<file path="src/rtl/sv32_walker.sv">
module sv32_walker #(
  parameter int LEVELS = 2,
  parameter int IDX_W  = 10,
  parameter int OFF_W  = 12,
  parameter int PTE_W  = 32,
  parameter int PPN_W  = 22,
  parameter int PA_W   = 34
) (
  input  logic                          clk,
  input  logic                          rst_n,
  input  logic                          req_valid,
  input  logic [OFF_W+LEVELS*IDX_W-1:0] req_vaddr,
  input  logic [1:0]                    req_acc,
  input  logic [1:0]                    req_priv,
  input  logic                          xlat_on,
  input  logic [PPN_W-1:0]              root_ppn,
  input  logic                          mprv,
  input  logic [1:0]                    mpp,
  input  logic                          sum,
  input  logic                          mxr,
  output logic                          mem_req,
  output logic                          mem_we,
  output logic [PA_W-1:0]               mem_addr,
  output logic [PTE_W-1:0]              mem_wdata,
  input  logic                          mem_rvalid,
  input  logic [PTE_W-1:0]              mem_rdata,
  output logic                          busy,
  output logic                          done,
  output logic                          fault,
  output logic [PA_W-1:0]               paddr,
  output logic                          perm_r,
  output logic                          perm_w,
  output logic                          perm_x
);
  localparam int VA_W   = OFF_W + LEVELS * IDX_W;
  localparam int LVL_W  = (LEVELS > 1) ? $clog2(LEVELS) : 1;
  localparam int PTE_SH = $clog2(PTE_W / 8);
  localparam logic [1:0] PRIV_U = 2'd0, PRIV_S = 2'd1, PRIV_M = 2'd3;
  localparam logic [1:0] ACC_FETCH = 2'd0, ACC_LOAD = 2'd1, ACC_STORE = 2'd2;
  localparam int B_V = 0, B_R = 1, B_W = 2, B_X = 3, B_U = 4, B_A = 6, B_D = 7;

  typedef enum logic [2:0] {ST_IDLE, ST_READ, ST_CHECK, ST_WB, ST_DONE} st_t;

  st_t               st;
  logic [VA_W-1:0]   va_q;
  logic [1:0]        acc_q, eff_q;
  logic              sum_q, mxr_q;
  logic [LVL_W-1:0]  lvl_q;
  logic [PA_W-1:0]   base_q;
  logic [PTE_W-1:0]  pte_q;
  logic              fault_q, r_q, w_q, x_q;
  logic [PA_W-1:0]   paddr_q;

  logic [1:0]        eff_in;
  logic              pass_in;
  logic [IDX_W-1:0]  idx;
  logic [PPN_W-1:0]  ppn, low_mask, vpn_ext, leaf_ppn;
  logic              f_v, f_r, f_w, f_x, f_u, f_d;
  logic              is_ptr, rsvd, priv_bad, misal, acc_bad, leaf_bad, is_store;
  logic [PTE_W-1:0]  upd_pte;

  assign eff_in  = (req_priv == PRIV_M && req_acc != ACC_FETCH && mprv) ? mpp : req_priv;
  assign pass_in = !xlat_on || eff_in == PRIV_M;

  assign idx      = IDX_W'(va_q >> (OFF_W + 32'(lvl_q) * IDX_W));
  assign ppn      = pte_q[PTE_W-1 -: PPN_W];
  assign low_mask = PPN_W'((64'd1 << (32'(lvl_q) * IDX_W)) - 64'd1);
  assign vpn_ext  = PPN_W'(va_q[VA_W-1:OFF_W]);
  assign leaf_ppn = (ppn & ~low_mask) | (vpn_ext & low_mask);

  assign f_v = pte_q[B_V];
  assign f_r = pte_q[B_R];
  assign f_w = pte_q[B_W];
  assign f_x = pte_q[B_X];
  assign f_u = pte_q[B_U];
  assign f_d = pte_q[B_D];
  assign is_store = acc_q == ACC_STORE;

  assign is_ptr   = !f_r && !f_w && !f_x;
  assign rsvd     = f_w && !f_r;
  assign priv_bad = f_u ? (eff_q != PRIV_U && (!sum_q || acc_q == ACC_FETCH))
                        : (eff_q != PRIV_S);
  assign misal    = |(ppn & low_mask);

  always_comb begin
    case (acc_q)
      ACC_LOAD:  acc_bad = !(f_r || (f_x && mxr_q));
      ACC_STORE: acc_bad = !f_w;
      ACC_FETCH: acc_bad = !f_x;
      default:   acc_bad = 1'b1;
    endcase
    upd_pte = pte_q;
    upd_pte[B_A] = 1'b1;
    if (is_store) upd_pte[B_D] = 1'b1;
  end

  assign leaf_bad = rsvd || priv_bad || misal || acc_bad;

  always_ff @(posedge clk or negedge rst_n) begin
    if (!rst_n) begin
      st      <= ST_IDLE;
      va_q    <= '0;
      acc_q   <= ACC_FETCH;
      eff_q   <= PRIV_U;
      sum_q   <= 1'b0;
      mxr_q   <= 1'b0;
      lvl_q   <= '0;
      base_q  <= '0;
      pte_q   <= '0;
      fault_q <= 1'b0;
      paddr_q <= '0;
      r_q     <= 1'b0;
      w_q     <= 1'b0;
      x_q     <= 1'b0;
    end else begin
      case (st)
        ST_IDLE: if (req_valid) begin
          va_q  <= req_vaddr;
          acc_q <= req_acc;
          eff_q <= eff_in;
          sum_q <= sum;
          mxr_q <= mxr;
          if (pass_in) begin
            fault_q <= 1'b0;
            paddr_q <= PA_W'(req_vaddr);
            {r_q, w_q, x_q} <= 3'b111;
            st <= ST_DONE;
          end else begin
            base_q <= PA_W'({root_ppn, {OFF_W{1'b0}}});
            lvl_q  <= LVL_W'(LEVELS - 1);
            st     <= ST_READ;
          end
        end
        ST_READ: if (mem_rvalid) begin
          pte_q <= mem_rdata;
          st    <= ST_CHECK;
        end
        ST_CHECK: begin
          if (!f_v || (is_ptr && lvl_q == '0) || (!is_ptr && leaf_bad)) begin
            fault_q <= 1'b1;
            paddr_q <= '0;
            {r_q, w_q, x_q} <= 3'b000;
            st <= ST_DONE;
          end else if (is_ptr) begin
            base_q <= PA_W'({ppn, {OFF_W{1'b0}}});
            lvl_q  <= lvl_q - 1'b1;
            st     <= ST_READ;
          end else begin
            fault_q <= 1'b0;
            paddr_q <= PA_W'({leaf_ppn, va_q[OFF_W-1:0]});
            r_q <= f_r || (f_x && mxr_q);
            w_q <= f_w && (is_store || f_d);
            x_q <= f_x;
            if (upd_pte != pte_q) begin
              pte_q <= upd_pte;
              st    <= ST_WB;
            end else begin
              st <= ST_DONE;
            end
          end
        end
        ST_WB:   if (mem_rvalid) st <= ST_DONE;
        ST_DONE: st <= ST_IDLE;
        default: st <= ST_IDLE;
      endcase
    end
  end

  assign busy      = st != ST_IDLE;
  assign done      = st == ST_DONE;
  assign mem_req   = st == ST_READ || st == ST_WB;
  assign mem_we    = st == ST_WB;
  assign mem_addr  = base_q + (PA_W'(idx) << PTE_SH);
  assign mem_wdata = pte_q;
  assign fault     = fault_q;
  assign paddr     = paddr_q;
  assign perm_r    = r_q;
  assign perm_w    = w_q;
  assign perm_x    = x_q;

  p_req_hold_r13: assert property (@(posedge clk) disable iff (!rst_n)
    mem_req && !mem_rvalid |=> mem_req && $stable(mem_addr) && $stable(mem_we));
  p_done_pulse_r13: assert property (@(posedge clk) disable iff (!rst_n)
    done |=> !done);
  p_idle_quiet_r13: assert property (@(posedge clk) disable iff (!rst_n)
    !busy |-> !mem_req);
  p_wb_flags_r11: assert property (@(posedge clk) disable iff (!rst_n)
    mem_req && mem_we |-> mem_wdata[B_A] && mem_wdata[B_V]);
  p_wb_same_addr_r11: assert property (@(posedge clk) disable iff (!rst_n)
    $rose(mem_we) |-> mem_addr == $past(mem_addr));
  p_fault_clean_r12: assert property (@(posedge clk) disable iff (!rst_n)
    done && fault |-> !perm_r && !perm_w && !perm_x && paddr == '0);
  p_wb_not_reserved_r6: assert property (@(posedge clk) disable iff (!rst_n)
    mem_req && mem_we |-> !(mem_wdata[B_W] && !mem_wdata[B_R]));
endmodule

</file>
<file path="config.mk">
export PLATFORM = sky130hd
export DESIGN_NAME = sv32_walker
export DESIGN_NICKNAME = d
export VERILOG_FILES = /design/src/rtl/sv32_walker.sv
export SDC_FILE = /design/constraint.sdc
export NUM_CORES = 1
export LEC_CHECK = 0
export BUFFER_PORTS_ARGS = -buffer_cell sky130_fd_sc_hd__buf_2
export CAP_MARGIN = 20
export CORE_AREA = 2 2 112 114
export CTS_CLUSTER_DIAMETER = 120
export DETAILED_ROUTE_END_ITERATION = 10
export DIE_AREA = 0 0 114 116
export GPL_ROUTABILITY_DRIVEN = 0
export GPL_TIMING_DRIVEN = 0
export PLACE_DENSITY = 0.78
export SYNTH_ARGS = -nofsm -noshare
export SYNTH_HDL_FRONTEND = slang
export SYNTH_SLANG_ARGS = --single-unit
</file>
<file path="constraint.sdc">
create_clock -name clk -period 2.6 [get_ports clk]
set_input_delay 0.26 -clock clk [delete_from_list [all_inputs] [get_ports clk]]
set_output_delay 0.26 -clock clk [all_outputs]
set_load 0.01 [all_outputs]
</file>
==> impl_metrics.ini <==
[floorplan]
core_sq_um = 11910
die_h_um = 116
die_w_um = 114
pin_count = 208
die-area_sq_um = 13220
fp-row-count = 40
initial_utilization_pct = 49.68

[critical_path]
cp.arrival_ns = 2.18
startpoint_type = flip-flop
r2r_start = st[2]
crit_type = flip-flop to output pin
cp-end-kind = output pin
cp_num_buf_inv = 3
cp_max_fo = 10
crit_top_cell = buf_2
critPathMaxStageDelay_ns = 0.57
critPathLaunch = lvl_q
crit_required_ns = 2.34
crit_chain = clkbuf_2 > buf_2 > mux2_2 > buf_2
slowest_stage = dfrtp_1
critPathTopFamily = buffers and inverters

[synth]
synth_top_family_by_area = simple AND/OR/NAND/NOR gates
synthMuxAreaShare_pct = 13.04
synth_largest_area_cell = dfrtp_1
synth_compound_area_share_pct = 12.03
ys_seq_area_share_pct = 56.66
synth_area_sq_um = 5918
syn_inst = 547
ys_ff_latch = 134
ys_top_cells_by_area = dfrtp_1 57%, nand2_1 9.0%, mux2_2 8.2%
syn_avg_cell_area_sq_um = 10.82
ys.flop_type = dfrtp_1
synthSimpleGateAreaFrac_pct = 13.89
synthDistinctLibCells = 49
yosys.area_share.xor_xnor_pct = 0.2960
synthArstFlopShare_pct = 100.0
synthAdderAreaFrac_pct = 0
synth_enable_flop_cells = 0
synth_top_area_share_pct = 56.66
ys_warn_count = 0

[detailed_routing]
drtPass1Iterations = 5
routed_wl_um = 16950
routed-via-count = 5064
drt-wirelength-per-cell_um = 18.15
drtIter0Drc = 358
ant_nets = 0
drc = 0
vias_per_cell = 5.422

[timing]
rsz0062_at_grt = false
hold_violations = 0
slew_headroom_pct = 45.64
setup_tns_ns = 0
tightest_slew_ns = 0.8119
fin_skew_ns = 0.007451
fin_crit_ns = 2.445
setup_violations = 0
maxSlewViolCount = 0
timing.fmax_ghz = 0.4091
post-route-period-util_pct = 94.02

[layout]
area_delta_synth_final_pct = 31.01
fin_area_sq_um = 7754
fin_util_pct = 65.09
drive_gt1_share_pct = 39.06
final_nets = 873
nFillCells = 991

[clock_tree]
root_buffer = clkbuf_16
cts_tree = yes
clk_pin_slew_worst_paths_ns = 0.05
numCtsBuffers = 17
htree_levels = 4
clock-sinks = 134
cts_buffer_depth = 2
clk_latency_ns = 0.41

[grt]
grt_usage_pct = 26.01
antenna_found_initial = 0
grt_max_degree = 74
grt_pass1_wl_um = 26130
grt_overflow = 0
grt_pass1_vias = 5066

[pwr]
pwr-share-comb_pct = 37.3
intPower_mw = 6.224
p_switching_mw = 3.660
p_total_mw = 9.883
leakage_nw = 4.194
clock_power_share_pct = 23.7
peakVddDrop_v = 0.0006219
powerDensity_nw_per_um2 = 1275
switching_share_pct = 37.03
seqPwrFrac_pct = 39.0

[placement]
dp_hpwl_um = 12390
io_buffers = 205
dpl_cell_area_sq_um = 7166

[min_path]
min_from = mxr
hold_class = input port to flip-flop

[status]
status = complete, no violations

[job]
drv_cap = 0
[path summary, 6_finish.rpt]
kind                                     end  slack, ns  depth (start not counted)
worst min-delay path                   mxr_q       0.05                          3
worst max register to register  mem_wdata[9]       0.34                          4
min in group asynchronous           paddr[0]       0.40                          2
worst max-delay path             mem_addr[7]       0.16                          4
worst min register to register    base_q[26]       0.47                          2
max in group asynchronous          paddr[19]       1.44                          3
[tightest hold or removal path: stages]
cell and delay (ns):
buf_2 0.08, nand2_1 0.04, nand2_1 0.05
[state kept, by name (all words and copies together) (netlist names), 2 cells and up]
register   cells
paddr         34
eff_q          2
acc_q          2
st             3
va_q          32
mem_wdata     32
base_q        22
[Yosys cell counts (3+ instances only)]
master and count:
nor3_1 4, o21ai_0 27, and2_1 5, o21a_1 3
and3_1 3, clkbuf_1 11, mux2_1 6, nor2_1 35
inv_1 10, dfrtp_1 134, buf_6 4, a221o_1 32
nand2_1 142, a31oi_1 4, buf_4 5, buf_2 13
mux2_2 43, buf_1 3, mux2i_1 22, a21oi_1 5
[timing repair]
action / in CTS / in global routing
hold buffers: 1 / 0
endpoints found under the setup margin: 8 / 0
setup buffers: 0 / 0
hold endpoints to repair: 61 / 0
gates resized for setup: 1 / 0
[power by group through the flow]
stage	combinational (mW)	clock (mW)	sequential, mW
floorplan	1.99	0	3.96
global placement	3.59	0	3.79
detailed placement	3.70	0	3.85
CTS	3.72	2.37	3.84
global route	4.07	2.46	3.97
finish	3.69	2.34	3.86
[layout make-up]
| cell class | instances | area [sq um] | share of cell area, % |
|---|---|---|---|
| Tap cell | 147 | 183.9 | 2.372 |
| Clock buffer | 23 | 478.0 | 6.164 |
| Clock inverter | 9 | 100.1 | 1.291 |
| Multi-Input combinational cell | 368 | 2331 | 30.06 |
| Buffer | 35 | 197.7 | 2.550 |
| Sequential cell | 134 | 3353 | 43.25 |
| Timing Repair Buffer | 207 | 1070 | 13.80 |
| Antenna cell | 1 | 2.502 | 0.03227 |
| Inverter | 10 | 37.54 | 0.4841 |
[cells by family after synthesis]
| kind of cell | Yosys count |
|---|---|
| other cells | 1 |
| xor+xnor | 2 |
| flops | 134 |
| simple gates | 201 |
| compound gates | 92 |
| mux | 71 |
| buf+inv | 46 |
[per-layer routing]
layer  track usage [%]  wire, um  vias up  share of wire, %
met1             34.52      7246     2463                43
met2             42.94      8338      216                49
met4             9.756       303        0               1.8
met5                 0         0        -                 0
met3             4.916      1065       25               6.3
li1                  -         -     2360                 -
[per-stage QoR]
step | hold WS [ns] | std cells | setup WS (ns)
after CTS | 0.03629 | 933 | 0.1298
after floorplan | -0.03559 | 548 | 0.7847
final | 0.05084 | 934 | 0.1555
after global routing | 0.04416 | 933 | 0.04510
after global placement | 0.4570 | 900 | -0.4664
after detailed placement | 0.2860 | 901 | 0.2330
[cells in the final DEF (no fill, tap or decap), drive strengths merged, types with 4 or more instances in the layout]
cell type and instances:
buf 231, nand2 142, dfrtp 134, mux2 49
nor2 35, clkbuf 33, a221o 32, o21ai 28
mux2i 22, inv 10, a21oi 6, and2 5
clkinv 5, a31oi 5, nor3 4
Note: power is estimated with default switching activity, not from simulation.
